### config.mk
export PLATFORM = sky130hd
export DESIGN_NAME = ttx_row_writer
export DESIGN_NICKNAME = d
export VERILOG_FILES = /design/src/rtl/ttx_pkg.sv /design/src/rtl/ttx_ctrl.sv /design/src/rtl/ttx_dp.sv /design/src/rtl/ttx_row_writer.sv
export SDC_FILE = /design/constraint.sdc
export NUM_CORES = 1
export LEC_CHECK = 0
export CAP_MARGIN = 0
export CORE_MARGIN = 1
export CORE_UTILIZATION = 40
export CTS_CLUSTER_DIAMETER = 40
export DETAILED_ROUTE_END_ITERATION = 10
export GPL_TIMING_DRIVEN = 0
export PLACE_DENSITY = 0.79
export SLEW_MARGIN = 20
export SYNTH_ARGS = -nofsm -noshare
export SYNTH_HDL_FRONTEND = slang
export SYNTH_SLANG_ARGS = --single-unit
export TNS_END_PERCENT = 1
### constraint.sdc
create_clock -name clk -period 4.7 [get_ports clk]
set_input_delay 0.94 -clock clk [delete_from_list [all_inputs] [get_ports clk]]
set_output_delay 0.94 -clock clk [all_outputs]
set_load 0.005 [all_outputs]
### src/rtl/ttx_pkg.sv
package ttx_pkg;
  // Strobes handed from control to datapath each clock.
  typedef struct packed {
    logic pktWr;     // write the incoming packet byte
    logic colWr;     // write the header colour control character
    logic colGreen;  // colour to use: 1 = green (searching), 0 = white
  } wrStrobe_t;

  localparam logic [7:0] ALPHA_WHITE = 8'h07;
  localparam logic [7:0] ALPHA_GREEN = 8'h02;
endpackage

### src/rtl/ttx_ctrl.sv
module ttx_ctrl
  import ttx_pkg::*;
#(
  parameter int COLS       = 40,
  parameter int ROWS       = 26,
  parameter int STATUS_W   = 7,
  parameter int ROLL_W     = 24,
  parameter int TIME_W     = 8,
  parameter int CTRL_BYTES = 10,
  parameter int EXTRA_ROW  = 24,
  parameter int ROW_IN_W   = 5,
  parameter int COL_IN_W   = 6
) (
  input  logic                clk,
  input  logic                rst_n,
  input  logic                pktValid,
  input  logic [ROW_IN_W-1:0] pktRow,
  input  logic [COL_IN_W-1:0] pktCol,
  input  logic                searching,
  input  logic                rowStoreEn,
  output wrStrobe_t           strobe
);
  localparam int ROLL_LO  = STATUS_W + 1;
  localparam int ROLL_HI  = ROLL_LO + ROLL_W - 1;
  localparam int TIME_LO  = COLS - TIME_W;
  localparam int CTRL_ROW = ROWS - 1;

  logic searchQ;
  logic colPending;
  logic inRange;
  logic regionOk;
  logic pktWr;
  logic colWr;

  always_comb begin
    inRange = (pktCol < COL_IN_W'(COLS)) && (pktRow < ROW_IN_W'(ROWS));
    if (pktRow == '0) begin
      if (pktCol >= COL_IN_W'(TIME_LO))
        regionOk = 1'b1;
      else if (pktCol >= COL_IN_W'(ROLL_LO) && pktCol <= COL_IN_W'(ROLL_HI))
        regionOk = searching;
      else
        regionOk = 1'b0;
    end else if (pktRow == ROW_IN_W'(EXTRA_ROW)) begin
      regionOk = rowStoreEn;
    end else if (pktRow == ROW_IN_W'(CTRL_ROW)) begin
      regionOk = pktCol < COL_IN_W'(CTRL_BYTES);
    end else begin
      regionOk = 1'b1;
    end
    pktWr = pktValid && inRange && regionOk;
    colWr = colPending && !pktWr;
  end

  always_ff @(posedge clk) begin
    if (!rst_n) begin
      searchQ    <= 1'b1;
      colPending <= 1'b1;
    end else begin
      searchQ    <= searching;
      colPending <= (searching != searchQ) || (colPending && !colWr);
    end
  end

  assign strobe = '{pktWr: pktWr, colWr: colWr, colGreen: searching};
endmodule

### src/rtl/ttx_dp.sv
module ttx_dp
  import ttx_pkg::*;
#(
  parameter int COLS     = 40,
  parameter int ROWS     = 26,
  parameter int STATUS_W = 7,
  parameter int ROW_IN_W = 5,
  parameter int COL_IN_W = 6,
  parameter int DATA_W   = 8,
  parameter int ADDR_W   = $clog2(COLS * ROWS)
) (
  input  logic                clk,
  input  logic                rst_n,
  input  wrStrobe_t           strobe,
  input  logic [ROW_IN_W-1:0] pktRow,
  input  logic [COL_IN_W-1:0] pktCol,
  input  logic [DATA_W-1:0]   pktByte,
  output logic                memWe,
  output logic [ADDR_W-1:0]   memAddr,
  output logic [DATA_W-1:0]   memData
);
  localparam logic [ADDR_W-1:0] COLOUR_ADDR = ADDR_W'(STATUS_W);

  logic [ADDR_W-1:0] pktAddr;
  logic [DATA_W-1:0] colourCode;

  always_comb begin
    pktAddr    = ADDR_W'(pktRow) * ADDR_W'(COLS) + ADDR_W'(pktCol);
    colourCode = strobe.colGreen ? DATA_W'(ALPHA_GREEN) : DATA_W'(ALPHA_WHITE);
  end

  always_ff @(posedge clk) begin
    if (!rst_n) begin
      memWe   <= 1'b0;
      memAddr <= '0;
      memData <= '0;
    end else begin
      memWe <= strobe.pktWr || strobe.colWr;
      if (strobe.pktWr) begin
        memAddr <= pktAddr;
        memData <= pktByte;
      end else if (strobe.colWr) begin
        memAddr <= COLOUR_ADDR;
        memData <= colourCode;
      end
    end
  end
endmodule

### src/rtl/ttx_row_writer.sv
module ttx_row_writer
  import ttx_pkg::*;
#(
  parameter int COLS       = 40,
  parameter int ROWS       = 26,
  parameter int STATUS_W   = 7,
  parameter int ROLL_W     = 24,
  parameter int TIME_W     = 8,
  parameter int CTRL_BYTES = 10,
  parameter int EXTRA_ROW  = 24,
  parameter int ROW_IN_W   = 5,
  parameter int COL_IN_W   = 6,
  parameter int DATA_W     = 8,
  parameter int ADDR_W     = $clog2(COLS * ROWS)
) (
  input  logic                clk,
  input  logic                rst_n,
  input  logic                pktValid,
  input  logic [ROW_IN_W-1:0] pktRow,
  input  logic [COL_IN_W-1:0] pktCol,
  input  logic [DATA_W-1:0]   pktByte,
  input  logic                searching,
  input  logic                rowStoreEn,
  output logic                memWe,
  output logic [ADDR_W-1:0]   memAddr,
  output logic [DATA_W-1:0]   memData
);
  wrStrobe_t strobe;

  ttx_ctrl #(
    .COLS(COLS), .ROWS(ROWS), .STATUS_W(STATUS_W), .ROLL_W(ROLL_W),
    .TIME_W(TIME_W), .CTRL_BYTES(CTRL_BYTES), .EXTRA_ROW(EXTRA_ROW),
    .ROW_IN_W(ROW_IN_W), .COL_IN_W(COL_IN_W)
  ) u_ctrl (
    .clk(clk), .rst_n(rst_n), .pktValid(pktValid), .pktRow(pktRow),
    .pktCol(pktCol), .searching(searching), .rowStoreEn(rowStoreEn),
    .strobe(strobe)
  );

  ttx_dp #(
    .COLS(COLS), .ROWS(ROWS), .STATUS_W(STATUS_W), .ROW_IN_W(ROW_IN_W),
    .COL_IN_W(COL_IN_W), .DATA_W(DATA_W), .ADDR_W(ADDR_W)
  ) u_dp (
    .clk(clk), .rst_n(rst_n), .strobe(strobe), .pktRow(pktRow),
    .pktCol(pktCol), .pktByte(pktByte), .memWe(memWe), .memAddr(memAddr),
    .memData(memData)
  );
endmodule

==> results.yml <==
sta:
  setup_repair_after_global_routing_missed_its_margin: "no"
  timing.final.ws_setup_ps: 1510
  final-hold-violation-count: 0
  final.period_utilization_pct: 67.8
  timing_max_transition_violations_final: 0
  tns_ps: 0
  finalWorstPathRequiredPeriod_ps: 3190
  tightest_slew_ps: 473
  timing.fmax_mhz: 314
  final-setup-viol-count: 0
  holdWs_ps: 490
  worst_slew_margin_rel_pct: 68.5
  fin_worst_skew_ps: 1.44
power:
  power-per-cell-area_nw_per_um2: 247
  irDropWorstVdd_mv: 0.137
  design_power_total_mw: 0.451
  power_leakage_nw: 0.699
floorplanning:
  placement_rows: 20
  core_region_area_um2: 3080
  die-height_um: 59.1
  die_w_um: 59.1
  floorplan.die_area_um2: 3500
  start_util_pct: 42.4
  io_pins: 44
finish:
  finish.instance_area_um2: 1830
  area_growth_syn_to_layout_pct: 39.9
  fraction_of_layout_cells_with_a_size_suffix_above_1_pct: 7.37
  fill_cells: 286
  most_common_cell_after_layout_fill_and_taps_aside: "clkdlybuf4s50_1"
  mostFrequentLayoutCells: "43 x clkdlybuf4s50_1, 22 x dfxtp_1, 17 x nand2_1"
  antenna-diode-count: 0
  finish.net_count: 226
worst_setup_path:
  critical_path_required_ps: 4940
  path_buf_inv: 2
  timing_worst_setup_path_type: "input pin to register"
  critical-path-max-stage-delay_ps: 570
  register_to_register_path_depth: 4
  critical_path.top_delay_family: "adder cells"
  slack_of_the_worst_reg_to_reg_path_ps: 3490
  critPathSlowestCell: "clkdlybuf4s50_1"
  critical-path-top-cell-by-count: "ha_1"
  critical_path.max_fanout: 6
  cp-start-kind: "input pin"
  worst-path-stages: 10
  category_of_the_worst_setup_path_capture_point: "register"
  timing.critical_path.cells: "clkdlybuf4s50_1, ha_1, ha_1, inv_1, fa_1, nand3b_1, o21ai_0, xnor2_1, nand2_1, a21boi_1"
  worst_ep_arrival_time_ps: 3430
yosys:
  synthesis.yosys.warnings: 0
  number_of_enable_type_register_cells_in_the_synthesized_netlist: 0
  syn_area_um2: 1310
  postSynth.topFlopCell: "dfxtp_1"
  synth_cells: 143
  flip_flop_and_latch_count_after_synthesis: 22
  synth.mux.area_fraction_pct: 0
  synthesis.area_per_instance_um2: 9.13
  async_reset_ff_share_pct: 0
  synth_fa_ha_area_share_pct: 11.7
  synth_top_family_by_area: "simple AND/OR/NAND/NOR gates"
  synth_cell_types: 36
  synth_xor_area_share_pct: 4.69
  post_synthesis_compound_gate_area_fraction_pct: 21.1
  syn_nets: 178
  synth_simple_gate_area_share_pct: 24.9
  ys_seq_area_share_pct: 33.7
global_routing:
  initial_antenna_violation_count: 0
  grtUsageMet1_pct: 23.8
  grt_remaining_overflow: 0
  grt_pass1_vias: 1214
  global_route.usage.met3_pct: 3.49
  grt_pass1_wl_mm: 5.40
  global_route.usage.met2_pct: 38.0
  global_route.peak_usage_layer: "met2"
  grtUsageTotal_pct: 20.7
  grt_start_max_net_pins: 13
clock_tree:
  tritoncts: "yes"
  worstSkewPairLatency_ps: 300
  post_cts.repair.setup_buffers: 0
  cts-hold-fix-buffers: 0
  htree_num_levels: 1
  clkSlewWorstSetupHoldPaths_ps: 120
  cts_root_buf: "clkbuf_4"
  tritoncts_buffer_count: 3
  cts_num_sinks: 22
  post_cts.resized_instances: 0
  ctsLongestPathBuffers: 2
route:
  number_of_design_rule_violations_left_after_detail_routing: 0
  detailedRoute.firstPassIterationCount: 4
  route.detailed.vias_per_inst: 5.08
  drc_violation_total_after_the_first_tritonroute_iteration: 41
  detail_route.wl_per_cell_um: 13.8
  drt_wl_total_mm: 3.23
  antenna_left: 0
  dr_total_vias: 1189
placed_design:
  gp_congestion: 0.753
  postPlaceCellArea_um2: 1790
  place.port_buffers: 43
  preCtsSetupSlack_ps: 1230
  detailed_place_hpwl_mm: 2.55
job:
  timing.max_cap.violations: 0
run_status:
  run_status: "finished, final reports clean"
min_path:
  worst_hold_path.num_cells: 2
  hp-class: "register to register"
[through the flow]
step | util (%) | std cells
after global routing | 59.4 | 234
final | 59.4 | 234
after detailed placement | 58.2 | 230
after global placement | 58.2 | 230
after floorplan | - | 143
after CTS | 59.4 | 234
[area by class of cell]
| class | instances | area, µm² | share of cell area, % |
|---|---|---|---|
| Tap cell | 44 | 55.1 | 3.01 |
| Sequential cell | 22 | 440 | 24.1 |
| Buffer | 7 | 36.3 | 1.98 |
| Timing Repair Buffer | 43 | 430 | 23.5 |
| Multi-Input combinational cell | 110 | 815 | 44.6 |
| Clock buffer | 4 | 36.3 | 1.98 |
| Inverter | 4 | 15.0 | 0.821 |
[registers in the layout, summed over array words and instances, names as in the netlist]
signal / cells
u_dp.memWe: 1
u_dp.memAddr: 11
u_ctrl.searchQ: 1
u_ctrl.colPending: 1
u_dp.memData: 8
[routing by layer]
metal  routed length (µm)  vias to the layer above
met3                  116                        8
met5                    0                        -
li1                     -                      600
met4                   63                        0
met1                 1430                      544
met2                 1620                       37
[power by group]
group	switching, mW	internal, mW	total (mW)
clock network	0.0570	0.0473	0.104
registers	0.00657	0.199	0.206
logic	0.0651	0.0764	0.142
total	0.129	0.323	0.451
[synthesized netlist by cell type (2+ instances only)]
| cell type | n | area share (%) |
|---|---|---|
| clkbuf_1 | 4 | 1.1 |
| xor2_1 | 4 | 2.7 |
| nor3_1 | 4 | 1.5 |
| fa_1 | 2 | 3.1 |
| a31oi_1 | 2 | 0.96 |
| a21oi_1 | 2 | 0.77 |
| nor2b_1 | 4 | 1.9 |
| o211ai_1 | 2 | 1.1 |
| dfxtp_1 | 22 | 34 |
| a21boi_1 | 13 | 7.5 |
| ha_1 | 9 | 8.6 |
| nand2b_1 | 2 | 0.96 |
| nor3b_2 | 4 | 3.8 |
| nand2_1 | 17 | 4.9 |
| nand3b_1 | 13 | 7.5 |
| o21ai_0 | 5 | 1.9 |
| a21o_1 | 2 | 1.1 |
| inv_1 | 4 | 1.1 |
| buf_2 | 2 | 0.77 |
| nor2_1 | 8 | 2.3 |
| xnor2_1 | 3 | 2.0 |
[worst paths after layout]
path                          start               to
setup / recovery          pktRow[1]  u_dp.memAddr[8]
hold / removal      u_dp.memData[6]  u_dp.memData[6]
setup reg to reg  u_ctrl.colPending  u_dp.memData[2]
hold reg to reg     u_dp.memData[6]  u_dp.memData[6]
[worst reg2reg max path: stages, from the launching register on]
cell and delay (ps):
dfxtp_1 390, clkbuf_1 330, nand2_1 150, o211ai_1 140
a21boi_1 100
[cell families (layout without fill, tap and decap cells)]
kind of cell / count (synthesis) / in the layout
fa+ha+maj: 11 / 11
flops: 22 / 22
xor+xnor: 7 / 7
compound gates: 36 / 36
simple gates: 56 / 56
buf+inv: 11 / 58
Note: power is estimated with default switching activity, not from simulation.
